### src/rtl/ofs_bank_pkg.sv
package ofs_bank_pkg;
    localparam int BUS_W  = 8;
    localparam int ADDR_W = 3;

    typedef enum logic [ADDR_W-1:0] {
        REG_ST_LO = 3'd0,
        REG_ST_HI = 3'd1,
        REG_EN_LO = 3'd2,
        REG_EN_HI = 3'd3,
        REG_MODE  = 3'd4
    } reg_addr_e;

    localparam int MB_DUAL  = 0;
    localparam int MB_STPTR = 1;
    localparam int MB_ENPTR = 2;

    localparam int CH_START = 0;
    localparam int CH_END   = 1;
    localparam int N_CH     = 2;

    typedef struct packed {
        logic wr_lo;
        logic wr_hi;
        logic rd_lo;
        logic rd_hi;
    } chan_sel_t;
endpackage

### src/rtl/ofs_bank_decode.sv
module ofs_bank_decode
    import ofs_bank_pkg::*;
(
    input  logic              wr_en_i,
    input  logic [ADDR_W-1:0] addr_i,
    output chan_sel_t         sel_o [N_CH],
    output logic              mode_wr_o,
    output logic              mode_rd_o
);
    always_comb begin
        for (int c = 0; c < N_CH; c++) begin
            sel_o[c] = '0;
        end
        mode_wr_o = 1'b0;
        mode_rd_o = 1'b0;
        unique case (addr_i)
            REG_ST_LO: begin
                sel_o[CH_START].rd_lo = 1'b1;
                sel_o[CH_START].wr_lo = wr_en_i;
            end
            REG_ST_HI: begin
                sel_o[CH_START].rd_hi = 1'b1;
                sel_o[CH_START].wr_hi = wr_en_i;
            end
            REG_EN_LO: begin
                sel_o[CH_END].rd_lo = 1'b1;
                sel_o[CH_END].wr_lo = wr_en_i;
            end
            REG_EN_HI: begin
                sel_o[CH_END].rd_hi = 1'b1;
                sel_o[CH_END].wr_hi = wr_en_i;
            end
            REG_MODE: begin
                mode_rd_o = 1'b1;
                mode_wr_o = wr_en_i;
            end
            default: ;
        endcase
    end
endmodule

### src/rtl/ofs_bank_pair.sv
module ofs_bank_pair
    import ofs_bank_pkg::*;
#(
    parameter int OFS_W = 12
) (
    input  logic             clk_i,
    input  logic             rst_ni,
    input  chan_sel_t        sel_i,
    input  logic [BUS_W-1:0] wdata_i,
    input  logic             dual_i,
    input  logic             clr_ptr_i,
    output logic             ptr_o,
    output logic [OFS_W-1:0] ofs_a_o,
    output logic [OFS_W-1:0] ofs_b_o,
    output logic [BUS_W-1:0] rd_o
);
    localparam int HI_W  = OFS_W - BUS_W;
    localparam int PAD_W = BUS_W - HI_W;

    typedef struct packed {
        logic             ptr;
        logic [OFS_W-1:0] a;
        logic [OFS_W-1:0] b;
    } pair_t;

    pair_t r_d, r_q;
    logic [OFS_W-1:0] cur, nxt;

    always_comb begin
        r_d = r_q;
        cur = r_q.ptr ? r_q.b : r_q.a;
        nxt = cur;
        if (sel_i.wr_lo) nxt[BUS_W-1:0]     = wdata_i;
        if (sel_i.wr_hi) nxt[OFS_W-1:BUS_W] = wdata_i[HI_W-1:0];
        if (sel_i.wr_lo || sel_i.wr_hi) begin
            if (r_q.ptr) r_d.b = nxt;
            else         r_d.a = nxt;
        end
        if (sel_i.wr_hi && dual_i) r_d.ptr = ~r_q.ptr;
        if (clr_ptr_i)             r_d.ptr = 1'b0;
        rd_o = '0;
        if (sel_i.rd_lo) rd_o = cur[BUS_W-1:0];
        if (sel_i.rd_hi) rd_o = {{PAD_W{1'b0}}, cur[OFS_W-1:BUS_W]};
    end

    always_ff @(posedge clk_i or negedge rst_ni) begin
        if (!rst_ni) r_q <= '0;
        else         r_q <= r_d;
    end

    assign ptr_o   = r_q.ptr;
    assign ofs_a_o = r_q.a;
    assign ofs_b_o = r_q.b;
endmodule

### src/rtl/ofs_bank_top.sv
module ofs_bank_top
    import ofs_bank_pkg::*;
#(
    parameter int OFS_W = 12
) (
    input  logic             clk_i,
    input  logic             rst_ni,
    input  logic             wr_en_i,
    input  logic [2:0]       addr_i,
    input  logic [7:0]       wdata_i,
    output logic [7:0]       rdata_o,
    output logic [OFS_W-1:0] start_a_o,
    output logic [OFS_W-1:0] start_b_o,
    output logic [OFS_W-1:0] end_a_o,
    output logic [OFS_W-1:0] end_b_o,
    output logic             load_o
);
    typedef struct packed {
        logic dual;
        logic load;
    } ctl_t;

    ctl_t             c_d, c_q;
    chan_sel_t        sel [N_CH];
    logic             mode_wr, mode_rd;
    logic [N_CH-1:0]  ptr;
    logic [N_CH-1:0]  clr;
    logic [OFS_W-1:0] ofs_a [N_CH];
    logic [OFS_W-1:0] ofs_b [N_CH];
    logic [BUS_W-1:0] ch_rd [N_CH];
    logic             st_ptr, en_ptr, dual_on;

    ofs_bank_decode u_dec (
        .wr_en_i  (wr_en_i),
        .addr_i   (addr_i),
        .sel_o    (sel),
        .mode_wr_o(mode_wr),
        .mode_rd_o(mode_rd)
    );

    assign clr[CH_START] = mode_wr && !wdata_i[MB_STPTR];
    assign clr[CH_END]   = mode_wr && !wdata_i[MB_ENPTR];

    for (genvar c = 0; c < N_CH; c++) begin : g_ch
        ofs_bank_pair #(.OFS_W(OFS_W)) u_pair (
            .clk_i    (clk_i),
            .rst_ni   (rst_ni),
            .sel_i    (sel[c]),
            .wdata_i  (wdata_i),
            .dual_i   (c_q.dual),
            .clr_ptr_i(clr[c]),
            .ptr_o    (ptr[c]),
            .ofs_a_o  (ofs_a[c]),
            .ofs_b_o  (ofs_b[c]),
            .rd_o     (ch_rd[c])
        );
    end

    always_comb begin
        c_d      = c_q;
        c_d.load = sel[CH_START].wr_hi && !ptr[CH_START];
        if (mode_wr) c_d.dual = wdata_i[MB_DUAL];
        rdata_o = ch_rd[CH_START] | ch_rd[CH_END];
        if (mode_rd) begin
            rdata_o           = '0;
            rdata_o[MB_DUAL]  = c_q.dual;
            rdata_o[MB_STPTR] = ptr[CH_START];
            rdata_o[MB_ENPTR] = ptr[CH_END];
        end
    end

    always_ff @(posedge clk_i or negedge rst_ni) begin
        if (!rst_ni) c_q <= '0;
        else         c_q <= c_d;
    end

    assign st_ptr    = ptr[CH_START];
    assign en_ptr    = ptr[CH_END];
    assign dual_on   = c_q.dual;
    assign load_o    = c_q.load;
    assign start_a_o = ofs_a[CH_START];
    assign start_b_o = ofs_b[CH_START];
    assign end_a_o   = ofs_a[CH_END];
    assign end_b_o   = ofs_b[CH_END];
endmodule

### config.mk
export PLATFORM = sky130hd
export DESIGN_NAME = ofs_bank_top
export DESIGN_NICKNAME = d
export VERILOG_FILES = /design/src/rtl/ofs_bank_pkg.sv /design/src/rtl/ofs_bank_decode.sv /design/src/rtl/ofs_bank_pair.sv /design/src/rtl/ofs_bank_top.sv
export SDC_FILE = /design/constraint.sdc
export NUM_CORES = 1
export LEC_CHECK = 0
export BUFFER_PORTS_ARGS = -buffer_cell sky130_fd_sc_hd__buf_2
export CAP_MARGIN = 30
export CELL_PAD_IN_SITES_DETAIL_PLACEMENT = 2
export CELL_PAD_IN_SITES_GLOBAL_PLACEMENT = 2
export CORE_MARGIN = 2
export CORE_UTILIZATION = 35
export CTS_BUF_LIST = sky130_fd_sc_hd__clkbuf_2
export DETAILED_ROUTE_END_ITERATION = 8
export GPL_TIMING_DRIVEN = 0
export PLACE_DENSITY_LB_ADDON = 0.1
export SKIP_CTS_REPAIR_TIMING = 1
export SLEW_MARGIN = 20
export SYNTH_ARGS = -nofsm -noshare
export SYNTH_HDL_FRONTEND = slang
export SYNTH_SLANG_ARGS = --single-unit
### constraint.sdc
create_clock -name clk_i -period 4.7 [get_ports clk_i]
set_clock_uncertainty 0.1 [all_clocks]
set_input_delay 0.94 -clock clk_i [delete_from_list [all_inputs] [get_ports clk_i]]
set_output_delay 0.94 -clock clk_i [all_outputs]
set_load 0.1 [all_outputs]
After elaboration in Yosys (flattened, before gate mapping)
Index checks and enable logic that the tools add are counted.
{"block": "word_totals", "regBits": 52, "input_bits": 14, "out_inout_bits": 57, "word_cells": 57}
{"block": "op_classes", "eq_ne": 4, "mux": 25, "bitwise": 3, "reduce_logical": 17}
{"operator": "two-way mux 8 bit", "n": 7}
{"operator": "two-way mux 12 bit", "n": 2}
{"operator": "two-way mux 1 bit", "n": 14}
{"operator": "two-way mux 4 bit", "n": 2}
{"operator": "bitwise OR 8 bit", "n": 1}
{"operator": "AND reduction 2 bit", "n": 4}
{"operator": "== test 3 x 2 -> 1 bit (second input constant)", "n": 2}
{"operator": "logical AND 1 bit", "n": 5}
{"operator": "nonzero test 2 bit", "n": 2}
{"operator": "== test 3 x 1 -> 1 bit (second input constant)", "n": 1}
{"operator": "== test 3 bit (second input constant)", "n": 1}
{"operator": "logical NOT 1 bit", "n": 3}
{"operator": "logical NOT 3 bit", "n": 1}
{"operator": "logical OR 1 bit", "n": 2}
{"operator": "inverter 1 bit", "n": 2}

Longest topological paths before layout
{"block": "depth", "depth_word": 6, "ltp_mapped": 5, "depth_no_buf": 3}

Hierarchy
From an unflattened synthesis, not the netlist that was laid out.
{"block": "hier_totals", "hier_cells": 203, "area_unflattened_um2": 2716.4}
{"mod": "ofs_bank_pair", "instances": 2, "cells_per_inst": 82, "area_per_inst_um2": 1188.6, "seq_area_each_um2": 625.6}
{"mod": "ofs_bank_top", "instances": 1, "cells_per_inst": 26, "area_per_inst_um2": 170.2, "seq_area_each_um2": 50.0}
{"mod": "ofs_bank_decode", "instances": 1, "cells_per_inst": 13, "area_per_inst_um2": 168.9, "seq_area_each_um2": 0.0}

Worst setup path after synthesis
Ideal clock, no wire load.
{"block": "synth_path", "path_kind": "input-to-output", "from": "input addr_i[0]", "to": "output rdata_o[0]", "t_arrival_ps": 3209, "t_required_ps": 3660, "path_slack_ps": 451, "stages": 4, "path_buffers": 2, "cell_sequence": "buf_2 or3b_2 clkbuf_1 o211ai_1"}
{"block": "synth_via", "elab_chain_cells": 6, "word_cells_on_any_way": 16, "cone_classes": "4 x eq/ne; 10 x mux; 1 x bitwise; 1 x reduce/logical"}
{"element": "from (decl)", "line_no": "ofs_bank_top.sv:9", "text": "input logic [2:0] addr_i,"}
{"element": "== test 3 x 2 -> 1 bit / logical NOT 3 bit (equally long branches)", "line_no": "ofs_bank_decode.sv:16", "text": "unique case (addr_i)"}
{"element": "two-way mux 1 bit", "line_no": "ofs_bank_decode.sv:16"}
{"element": "two-way mux 8 bit", "line_no": "ofs_bank_pair.sv:42", "text": "if (sel_i.rd_lo) rd_o = cur[BUS_W-1:0];"}
{"element": "two-way mux 8 bit", "line_no": "ofs_bank_pair.sv:43", "text": "if (sel_i.rd_hi) rd_o = {{PAD_W{1'b0}}, cur[OFS_W-1:BUS_W]};"}
{"element": "bitwise OR 8 bit", "line_no": "ofs_bank_top.sv:63", "text": "rdata_o = ch_rd[CH_START] | ch_rd[CH_END];"}
{"element": "two-way mux 8 bit (*)", "line_no": "ofs_bank_top.sv:64", "text": "if (mode_rd) begin"}
{"element": "to (decl)", "line_no": "ofs_bank_top.sv:11", "text": "output logic [7:0] rdata_o,"}
Every way passes the cells marked *; elsewhere a longest branch is shown, timed or not.

Worst setup path after layout
{"block": "layout_path", "from": "input addr_i[0]", "to": "output rdata_o[2]"}
Same word-level chain as after synthesis.

==> summary.md <==
| Metric | Value |
|---|---|
| # placed instances | `351` |
| Die ar. | `7790 µm²` |
| Worst-Skew Late Latency | `450 ps` |
| Diode count | `0` |
| Rows | `30` |
| Clk sinks | `52` |
| Vias post-DR | `1850` |
| RR Endpoint | `g_ch[0].u_pair.ofs_b_o[5]` |
| Area Overhead vs Synth | `20.5%` |
| Area leader, netlist | `dfrtp_1` |
| IO Port Bufs | `69` |
| Total Routing Usage GR | `19.1%` |
| Max-Cap Viols | `0` |
| Placeable Area | `6830 µm²` |
| Worst-path clk slew | `280 ps` |
| EDFF count, synth | `0` |
| Layout net count | `276` |
| CP max-delay cell | `or3b_2` |
| Most frequent cells after synthesis | `52 x dfrtp_1, 49 x mux2_2, 24 x mux2i_1` |
| Count of antenna-violating nets left after detailed routing | `0` |
| Fin crit share | `81.8%` |
| Final Non-Filler Cells | `359` |
| CTS max path bufs | `2` |
| Crit path capture type | `output port` |
| Final Max Tran Viols | `0` |
| Syn_nets | `200` |
| #FFs+latches synth | `52` |
| Vias per inst | `5.15` |
| CP Data Required Time | `3660 ps` |
| First-pass GRT wire length | `11.0 mm` |
| Pre-antenna DRT Iters | `4` |
| Routed wire length | `7.02 mm` |
| Critical path startpoint | `addr_i[0]` |
| Worst path arrival time | `2800 ps` |
| Crit-path most repeated cell | `buf_2` |
| Num CTS Buffers | `5` |
| Post-synth top flop | `dfrtp_1` |
| Final hold violations | `0` |
| Final min period | `3840 ps` |
| DRC viols | `0` |
| Status | `finished, final reports clean` |
| End of the critical path | `rdata_o[2]` |
| Placer Congestion | `0.727` |
| # H-tree levels | `2` |
| CP startpoint kind | `primary input` |
| Synth Area per Inst | `13.4 µm²` |
| TNS Setup | `0 ps` |
| First DRT Iteration DRCs | `54` |
| CP max FO | `10` |
| Layout cells sized above 1 | `52.1%` |
| Fmax | `260 MHz` |
| WHS | `359 ps` |
| Routed wire per std cell | `19.5 µm` |
| IO Pins | `71` |
| Vias in the first global route | `1933` |
| Crit Path Class | `in2out` |
| Die Ht | `88.2 µm` |
| Hold WC Path Type | `in2async` |
| RR Startpoint | `g_ch[0].u_pair.ptr_o` |
| Sequential area share after synthesis | `52.4%` |
| Synth warn | `0` |
| RSZ-0062 raised after global routing | `false` |
| Final setup fails | `0` |
| Initial antenna violation count | `0` |
| Reg2reg setup slack | `2770 ps` |
| CTS Root Cell | `clkbuf_2` |
| Largest net degree at the start of global routing | `53` |
| Layout Utilization | `43.8%` |
| Chip Width | `88.2 µm` |
| Worst Tran Pin Value | `691 ps` |
| Reg2reg path depth | `3` |
| # fillers | `733` |
| Synth Cell Area | `2480 µm²` |
| Top cell type's share of synthesized area | `52.4%` |
| Slowest stage delay, CP | `470 ps` |
| Top-count cell post-synth | `dfrtp_1` |
| Starting Density | `36.4%` |
| Gr ovfl total | `0` |
| Area contributors post-synth | `dfrtp_1 52%, mux2_2 22%, mux2i_1 9.7%, o22ai_1 2.0%, buf_2 1.6%` |
| Syn Inst Count | `186` |
| CP Cell Sequence | `buf_2 -> buf_2 -> or3b_2 -> clkbuf_1 -> o22ai_1 -> a211o_1 -> buf_2` |
| Ys async rst share | `100%` |
| Slew headroom | `54.0%` |
| Cell variety after synth | `34` |
| CTS tree | `done` |
| HPWL after detailed placement | `5.06 mm` |
-- metal layers --
metal  track usage, %  share of wire (%)
met5                0                  0
met4             4.96               0.73
met3             2.99                3.3
met2             31.6                 49
met1             26.5                 47
-- worst min path at each step --
stage                                    startpoint                        end  slack, ps  cells after the start
after floorplan                             dual_on                    dual_on        430                      1
after global placement    g_ch[0].u_pair.ofs_b_o[1]  g_ch[0].u_pair.ofs_b_o[1]        410                      1
after detailed placement  g_ch[0].u_pair.ofs_b_o[8]  g_ch[0].u_pair.ofs_b_o[8]        420                      1
after CTS                                    rst_ni  g_ch[0].u_pair.ofs_a_o[0]        380                      1
after global routing                         rst_ni  g_ch[0].u_pair.ofs_b_o[6]        390                      1
final                                        rst_ni  g_ch[0].u_pair.ofs_b_o[6]        360                      1
-- through the flow --
| step | area (µm²) | setup WS, ps |
|---|---|---|
| after floorplan | 2480 | 451 |
| after global placement | 2950 | 893 |
| after detailed placement | 2950 | 873 |
| after CTS | 2990 | 871 |
| after global routing | 2990 | 803 |
| final | 2990 | 857 |
-- placed cells by master (no fill, tap or decap), types with 3 or more instances in the layout --
cell / n
clkbuf_2: 6
clkbuf_1: 3
dfrtp_1: 52
mux2i_1: 24
nor2_1: 4
nor2b_1: 3
buf_2: 76
mux2_2: 49
nand2_1: 3
o22ai_1: 8
-- flip-flops by register name (all words and copies together) (netlist names) --
register / flops
dual_on: 1
g_ch.u_pair.ofs_a_o: 24
g_ch.u_pair.ofs_b_o: 24
g_ch.u_pair.ptr_o: 2
load_o: 1
-- cell families after synthesis --
kind of cell | count (synthesis) | synth area share, %
compound gates | 20 | 5.59
buf+inv | 14 | 2.82
flops | 52 | 52.4
simple gates | 27 | 7.31
mux | 73 | 31.9
-- worst max-delay path, delay by kind of cell --
| family | cells | cell delay [ps] |
|---|---|---|
| buffers and inverters | 4 | 980 |
| AOI/OAI and AO/OA | 2 | 410 |
| and+or+nand+nor | 1 | 470 |
-- area by class of cell --
class / count / area (µm²) / share of cell area [%]
Sequential cell: 52 / 1300 / 43.5
Multi-Input combinational cell: 120 / 1110 / 37.2
Timing Repair Buffer: 69 / 348 / 11.6
Tap cell: 96 / 120 / 4.01
Buffer: 12 / 62.6 / 2.09
Clock buffer: 6 / 30.0 / 1.00
Clock inverter: 2 / 11.3 / 0.376
Inverter: 2 / 7.51 / 0.251
Power is left out: the tool's default activity adds up to more than one toggle a clock period on the data nets, which glitch-free logic cannot reach.
